## src/rtl/xbus_pkg.sv

```systemverilog
package xbus_pkg;
  typedef enum logic [1:0] {
    K_FETCH = 2'd0,
    K_RD    = 2'd1,
    K_WR    = 2'd2
  } xkind_t;

  typedef enum logic [2:0] {
    S_IDLE = 3'd0,
    S_RESP = 3'd1,
    S_ADR  = 3'd2,
    S_STB  = 3'd3,
    S_CAP  = 3'd4
  } xphase_t;
endpackage

```

## src/rtl/xbus_route.sv

```systemverilog
module xbus_route
  import xbus_pkg::*;
#(
  parameter int AW        = 16,
  parameter int INT_LIMIT = 16'h2000
) (
  input  xkind_t          kind,
  input  logic [AW-1:0]   addr,
  input  logic            strap_int,
  output logic            go_internal
);
  localparam logic [AW-1:0] LIMIT = AW'(INT_LIMIT);

  always_comb begin
    go_internal = (kind == K_FETCH) && strap_int && (addr < LIMIT);
  end
endmodule

```

## src/rtl/xbus_seq.sv

```systemverilog
module xbus_seq
  import xbus_pkg::*;
#(
  parameter int AW = 16,
  parameter int DW = 8
) (
  input  logic          clk,
  input  logic          rst_n,
  input  logic          osc_tick,
  input  logic          req_valid,
  input  xkind_t        req_kind,
  input  logic          req_wide,
  input  logic [AW-1:0] req_addr,
  input  logic [DW-1:0] req_wdata,
  input  logic          go_internal,
  input  logic [DW-1:0] lo_in,
  output logic          req_ready,
  output logic          busy,
  output xphase_t       phase,
  output xkind_t        cap_kind,
  output logic          cap_wide,
  output logic [AW-1:0] cap_addr,
  output logic [DW-1:0] cap_wdata,
  output logic          rsp_valid,
  output logic [DW-1:0] rsp_data,
  output logic          rsp_internal
);
  logic accept;

  assign busy      = (phase != S_IDLE);
  assign req_ready = !busy;
  assign accept    = req_valid && (phase == S_IDLE);

  always_ff @(posedge clk or negedge rst_n) begin
    if (!rst_n) begin
      phase        <= S_IDLE;
      cap_kind     <= K_FETCH;
      cap_wide     <= 1'b0;
      cap_addr     <= '0;
      cap_wdata    <= '0;
      rsp_valid    <= 1'b0;
      rsp_data     <= '0;
      rsp_internal <= 1'b0;
    end else begin
      rsp_valid <= 1'b0;
      case (phase)
        S_IDLE: if (accept) begin
          cap_kind  <= req_kind;
          cap_wide  <= req_wide;
          cap_addr  <= req_addr;
          cap_wdata <= req_wdata;
          phase     <= go_internal ? S_RESP : S_ADR;
        end
        S_RESP: begin
          phase        <= S_IDLE;
          rsp_valid    <= 1'b1;
          rsp_internal <= 1'b1;
          rsp_data     <= '0;
        end
        S_ADR: if (osc_tick) phase <= S_STB;
        S_STB: if (osc_tick) phase <= S_CAP;
        S_CAP: if (osc_tick) begin
          phase        <= S_IDLE;
          rsp_valid    <= 1'b1;
          rsp_internal <= 1'b0;
          rsp_data     <= (cap_kind == K_WR) ? '0 : lo_in;
        end
        default: phase <= S_IDLE;
      endcase
    end
  end

  // bus phases only move on an oscillator strobe
  a_r10_phase_hold: assert property (@(posedge clk) disable iff (!rst_n)
    (!osc_tick && (phase == S_ADR || phase == S_STB || phase == S_CAP)) |=> $stable(phase));

  // a request offered while busy leaves the held request untouched
  a_r9_hold_request: assert property (@(posedge clk) disable iff (!rst_n)
    busy |=> $stable(cap_addr) && $stable(cap_kind));

  // completion is a single-cycle pulse
  a_r11_single_pulse: assert property (@(posedge clk) disable iff (!rst_n)
    rsp_valid |=> !rsp_valid);
endmodule

```

## src/rtl/xbus_drive.sv

```systemverilog
module xbus_drive
  import xbus_pkg::*;
#(
  parameter int AW = 16,
  parameter int DW = 8
) (
  input  logic             clk,
  input  logic             rst_n,
  input  xphase_t          phase,
  input  xkind_t           cap_kind,
  input  logic             cap_wide,
  input  logic [AW-1:0]    cap_addr,
  input  logic [DW-1:0]    cap_wdata,
  input  logic [AW-DW-1:0] port_latch,
  output logic [DW-1:0]    lo_out,
  output logic             lo_oe,
  output logic [AW-DW-1:0] hi_out,
  output logic             ale,
  output logic             psen_n,
  output logic             rd_n,
  output logic             wr_n
);
  logic on_bus, in_strobe, is_wr;

  always_comb begin
    on_bus    = (phase == S_ADR) || (phase == S_STB) || (phase == S_CAP);
    in_strobe = (phase == S_STB) || (phase == S_CAP);
    is_wr     = (cap_kind == K_WR);

    ale    = (phase == S_ADR);
    lo_oe  = (phase == S_ADR) || (in_strobe && is_wr);
    if (phase == S_ADR)        lo_out = cap_addr[DW-1:0];
    else if (in_strobe && is_wr) lo_out = cap_wdata;
    else                       lo_out = '0;

    if (on_bus && (cap_kind == K_FETCH || cap_wide)) hi_out = cap_addr[AW-1:DW];
    else                                              hi_out = port_latch;

    psen_n = !(in_strobe && cap_kind == K_FETCH);
    rd_n   = !(in_strobe && cap_kind == K_RD);
    wr_n   = !(in_strobe && is_wr);
  end

  // strobes never overlap
  a_r5_one_strobe: assert property (@(posedge clk) disable iff (!rst_n)
    $countones({~psen_n, ~rd_n, ~wr_n}) <= 1);

  // an address on the low port is always actively driven
  a_r8_addr_driven: assert property (@(posedge clk) disable iff (!rst_n)
    ale |-> lo_oe);

  // the low port is released while a read strobe is active
  a_r6_read_release: assert property (@(posedge clk) disable iff (!rst_n)
    !rd_n |-> !lo_oe);
endmodule

```

## src/rtl/xbus_mux.sv

```systemverilog
module xbus_mux
  import xbus_pkg::*;
#(
  parameter int AW        = 16,
  parameter int DW        = 8,
  parameter int INT_LIMIT = 16'h2000
) (
  input  logic             clk,
  input  logic             rst_n,
  input  logic             osc_tick,
  input  logic             strap_int,
  input  logic [AW-DW-1:0] port_latch,
  input  logic             req_valid,
  output logic             req_ready,
  input  logic [1:0]       req_kind,
  input  logic             req_wide,
  input  logic [AW-1:0]    req_addr,
  input  logic [DW-1:0]    req_wdata,
  input  logic [DW-1:0]    lo_in,
  output logic [DW-1:0]    lo_out,
  output logic             lo_oe,
  output logic [AW-DW-1:0] hi_out,
  output logic             ale,
  output logic             psen_n,
  output logic             rd_n,
  output logic             wr_n,
  output logic             busy,
  output logic             rsp_valid,
  output logic [DW-1:0]    rsp_data,
  output logic             rsp_internal
);
  xkind_t          kind_in, cap_kind;
  xphase_t         phase;
  logic            go_internal, cap_wide;
  logic [AW-1:0]   cap_addr;
  logic [DW-1:0]   cap_wdata;

  assign kind_in = (req_kind == 2'd3) ? K_RD : xkind_t'(req_kind);

  xbus_route #(.AW(AW), .INT_LIMIT(INT_LIMIT)) u_route (
    .kind(kind_in), .addr(req_addr), .strap_int(strap_int), .go_internal(go_internal)
  );

  xbus_seq #(.AW(AW), .DW(DW)) u_seq (
    .clk(clk), .rst_n(rst_n), .osc_tick(osc_tick),
    .req_valid(req_valid), .req_kind(kind_in), .req_wide(req_wide),
    .req_addr(req_addr), .req_wdata(req_wdata), .go_internal(go_internal),
    .lo_in(lo_in), .req_ready(req_ready), .busy(busy), .phase(phase),
    .cap_kind(cap_kind), .cap_wide(cap_wide), .cap_addr(cap_addr),
    .cap_wdata(cap_wdata), .rsp_valid(rsp_valid), .rsp_data(rsp_data),
    .rsp_internal(rsp_internal)
  );

  xbus_drive #(.AW(AW), .DW(DW)) u_drive (
    .clk(clk), .rst_n(rst_n), .phase(phase), .cap_kind(cap_kind),
    .cap_wide(cap_wide), .cap_addr(cap_addr), .cap_wdata(cap_wdata),
    .port_latch(port_latch), .lo_out(lo_out), .lo_oe(lo_oe), .hi_out(hi_out),
    .ale(ale), .psen_n(psen_n), .rd_n(rd_n), .wr_n(wr_n)
  );

  // an internal completion has produced no bus activity
  a_r1_internal_quiet: assert property (@(posedge clk) disable iff (!rst_n)
    (rsp_valid && rsp_internal) |-> (psen_n && !ale && !lo_oe));
endmodule

```

## config.mk

```make
export PLATFORM = sky130hd
export DESIGN_NAME = xbus_mux
export DESIGN_NICKNAME = d
export VERILOG_FILES = /design/src/rtl/xbus_pkg.sv /design/src/rtl/xbus_route.sv /design/src/rtl/xbus_seq.sv /design/src/rtl/xbus_drive.sv /design/src/rtl/xbus_mux.sv
export SDC_FILE = /design/constraint.sdc
export NUM_CORES = 1
export LEC_CHECK = 0
export ABC_CLOCK_PERIOD_IN_PS = 2640
export BUFFER_PORTS_ARGS = -buffer_cell sky130_fd_sc_hd__buf_2
export CAP_MARGIN = 20
export CELL_PAD_IN_SITES_DETAIL_PLACEMENT = 1
export CELL_PAD_IN_SITES_GLOBAL_PLACEMENT = 2
export CORE_AREA = 2 2 85 87
export DETAILED_ROUTE_END_ITERATION = 7
export DIE_AREA = 0 0 87 89
export GPL_TIMING_DRIVEN = 0
export PLACE_DENSITY_LB_ADDON = 0.25
export SLEW_MARGIN = 30
export SYNTH_ARGS = -nofsm -noshare
export SYNTH_HDL_FRONTEND = slang
export SYNTH_HIERARCHICAL = 1
export SYNTH_SLANG_ARGS = --single-unit
```

## constraint.sdc

```tcl
create_clock -name clk -period 2.64 [get_ports clk]
set_clock_uncertainty 0.15 [all_clocks]
set_input_delay 0.264 -clock clk [delete_from_list [all_inputs] [get_ports clk]]
set_output_delay 0.264 -clock clk [all_outputs]
set_load 0.05 [all_outputs]
```

==> impl_metrics.ini <==
[run_status]
outcome = finished, final reports clean

[placement]
dp.final_hpwl_um = 3410
port-buffer-count = 80
detailed_place.area_um2 = 2540
gp_routability_congestion = 0.691

[synth]
synth-async-reset-ratio_pct = 100
synthesis.instances = 142
syn_nets = 190
synth.lib_cells_used.distinct = 35
synth.top_cell.area_share_pct = 49.0
synth_edf_count = 0
synth-seq-cells = 40
synth_top_cell_by_area = sky130_fd_sc_hd__dfrtp_1
cell_area_after_synthesis_um2 = 2040
ys_top_cells_by_area = sky130_fd_sc_hd__dfrtp_1 49%, sky130_fd_sc_hd__mux2_4 15%, sky130_fd_sc_hd__mux2_2 13%
synth_top_cells_by_count = 40 x sky130_fd_sc_hd__dfrtp_1, 23 x sky130_fd_sc_hd__mux2_2, 20 x sky130_fd_sc_hd__mux2_4
yosys_warnings = 6
synthesized_area_per_cell_um2 = 14.4
synthMostInstantiatedCell = sky130_fd_sc_hd__dfrtp_1
dominantRegCellSynth = sky130_fd_sc_hd__dfrtp_1
synth-seq-area-share_pct = 49.0

[route]
detail_route.wirelength.met1_um = 2110
detailedRoute.firstIterationViolations = 27
routed_via_density = 4.73
post_route_antenna_net_violation_count = 0
via_count = 1466
detailedRoute.firstPassIterationCount = 4
drc = 0
met3WireLength_um = 297
routed_wire_length_per_instance_um = 15.1
drt_wl_total_um = 4670
route.met2.wl_um = 2200
route.top_layer_used = met4

[cells_and_area]
antenna_cells = 0
nNetsFinal = 278
post_route_cells_drive_above_1_share_pct = 62.2
post-route-cell-area_um2 = 2640
area_growth_syn_to_layout_pct = 29.3
final.fill_count = 743

[grt]
antenna_found_initial = 0
pin_count_of_the_biggest_net_entering_global_routing = 41
first_global_vias = 1545
global_route.usage.total_pct = 12.6
grt_first_pass_wirelength_um = 7580
grt_remaining_overflow = 0

[timing]
rsz0062_at_grt = false
slew-limit-headroom_pct = 45.1
tns_ps = 0
setup-violations-final = 0
maxSlewViolCount = 0
timing.final.hold_violations = 0
min_period_over_period_pct = 93.3
min_period_ps = 2460
hold_slack_ps = 52.7
maximum_clock_frequency_mhz = 406
max_slew.worst_pin.slew_ps = 821

[worst_setup_path]
biggest_fanout_along_the_worst_timing_path = 11
cp-start-kind = flop
worst-setup-path-type = flop to output pin
setup.worst_path.end_class = output pin
crit_required_ps = 2230
critical_path.reg2reg.startpoint = u_seq/phase[0]
critical_path.reg2reg.endpoint = u_seq/cap_wdata[1]
worst_reg2reg_setup_slack_ps = 590
critical_path_data_arrival_time_ps = 2050
r2r.worst_path.cells = 7

[worst_hold_path]
holdCritStartpoint = req_addr[12]
hold-path-endpoint = u_seq/cap_addr[12]
holdPathStages = 2
holdCritPathClass = primary input to flop

[die]
design.die.area_um2 = 7740
boundaryPins = 81
chipWidth_um = 87
die_ht_um = 89
placementRows = 30
initial_utilization_pct = 30.4
placeableCoreArea_um2 = 6720

[clocking]
cts.htree.levels = 2
clock_latency_ps = 290
clk_path_buf_depth = 2
clkTransAtPathRegs_ps = 70
tritoncts_num_sinks = 40
cts.root.buffer_cell = sky130_fd_sc_hd__clkbuf_8
cts_inserted_buffers = 5
cts_tree = done

[power_and_ir_drop]
p_leak_nw = 1.32
power_density_nw_per_um2 = 1360
vdd_drop_max_uv = 372

[flow_run]
drv.max_cap_violation_count = 0
## critical path, cell delays in order, from the launching register on
cell and delay [ps]:
sky130_fd_sc_hd__dfrtp_1 520, sky130_fd_sc_hd__or3b_4 470, sky130_fd_sc_hd__a21oi_4 300, sky130_fd_sc_hd__inv_1 110
sky130_fd_sc_hd__o21ai_0 80, sky130_fd_sc_hd__buf_2 290
## worst max path at each step
stage                         startpoint    end  slack [ps]  depth (start not counted)
after global routing      u_seq/phase[2]  lo_oe          50                          5
after floorplan           u_seq/phase[2]  lo_oe         170                          4
after global placement    u_seq/phase[2]  lo_oe         310                          5
after CTS                 u_seq/phase[2]  lo_oe         130                          5
after detailed placement  u_seq/phase[2]  lo_oe         300                          5
final                     u_seq/phase[2]  lo_oe         180                          5
## state kept, by name, summed over array words and instances, names as in the netlist
name,cells
u_seq/cap_addr,16
u_seq/cap_kind,2
u_seq/cap_wdata,8
u_seq/cap_wide,1
u_seq/phase,3
u_seq/rsp_data,8
u_seq/rsp_internal,1
u_seq/rsp_valid,1
## cells by family (layout without fill, tap and decap cells)
logic type | after synthesis | in the layout | share of synthesized area [%]
muxes | 43 | 43 | 27.4
DFF | 40 | 40 | 49.0
and+or+nand+nor | 30 | 30 | 10.2
AOI/OAI and AO/OA | 20 | 20 | 9.06
buffers and inverters | 9 | 97 | 4.47
## placed cells by master, fill, tap and decap left out
cell type                        n
sky130_fd_sc_hd__buf_4           1
sky130_fd_sc_hd__or3b_1          1
sky130_fd_sc_hd__nor3_2          1
sky130_fd_sc_hd__inv_2           1
sky130_fd_sc_hd__clkinv_2        1
sky130_fd_sc_hd__o21ai_0         2
sky130_fd_sc_hd__a21oi_4         1
sky130_fd_sc_hd__or3b_4          1
sky130_fd_sc_hd__a221oi_1        1
sky130_fd_sc_hd__mux2_2         23
sky130_fd_sc_hd__nor2_1          2
sky130_fd_sc_hd__nand4b_1        1
sky130_fd_sc_hd__o21a_1          1
sky130_fd_sc_hd__buf_12          3
sky130_fd_sc_hd__o31ai_4         1
sky130_fd_sc_hd__or2b_1          1
sky130_fd_sc_hd__nor2b_1         2
sky130_fd_sc_hd__clkbuf_1        2
sky130_fd_sc_hd__o22a_1          1
sky130_fd_sc_hd__nand2b_1        4
sky130_fd_sc_hd__mux2_4         20
sky130_fd_sc_hd__and2_4          1
sky130_fd_sc_hd__buf_6           1
sky130_fd_sc_hd__dlygate4sd3_1   1
sky130_fd_sc_hd__nand2_1         2
sky130_fd_sc_hd__buf_2          80
sky130_fd_sc_hd__nor3b_1         1
sky130_fd_sc_hd__o2bb2ai_4       1
sky130_fd_sc_hd__a21oi_1         3
sky130_fd_sc_hd__or4b_1          1
sky130_fd_sc_hd__and3_1          8
sky130_fd_sc_hd__nor2_2          1
sky130_fd_sc_hd__or3_4           1
sky130_fd_sc_hd__inv_1           2
sky130_fd_sc_hd__clkbuf_8        5
sky130_fd_sc_hd__nand3b_1        2
sky130_fd_sc_hd__dfrtp_1        40
sky130_fd_sc_hd__o21bai_1        1
sky130_fd_sc_hd__a22o_1          8
## area by class of cell
cell class	count	area (um^2)	share of cell area (%)
multi-input cells	93	960	36.3
clock inverters	1	5.00	0.189
flip-flops and latches	40	1000	37.9
well taps	80	100	3.79
inverters	3	11.3	0.426
plain buffers	6	80.1	3.03
clock buffers	6	72.6	2.75
repair buffers	81	413	15.6
## routing by layer
layer	vias up	global-route usage (%)
met4	0	4.26
met5	-	0
li1	695	-
met2	47	20.7
met1	716	16.0
met3	8	3.60
## what timing repair did
item	4_1_cts	5_1_grt
buffers inserted	0	0
resized for setup	1	0
setup endpoints to repair	1	0
hold buffers	1	0
hold endpoints to repair	40	0
## where the power goes
part	total, mW	internal, mW	leakage, nW	switching, mW
combinational	2.16	0.846	0.780	1.31
sequential	1.05	0.875	0.495	0.173
clock	0.382	0.180	0.0410	0.202
## metrics by stage
step	cells	setup WS, ps	utilization [%]	total power, mW
3_3_place_gp	302	310	37.9	3.21
6_report	310	177	39.3	3.59
3_5_place_dp	302	295	37.9	3.23
5_1_grt	310	48.8	39.3	3.80
2_1_floorplan	142	167	-	2.79
4_1_cts	310	131	39.3	3.64
No activity file was read; power rests on OpenSTA's default activity.
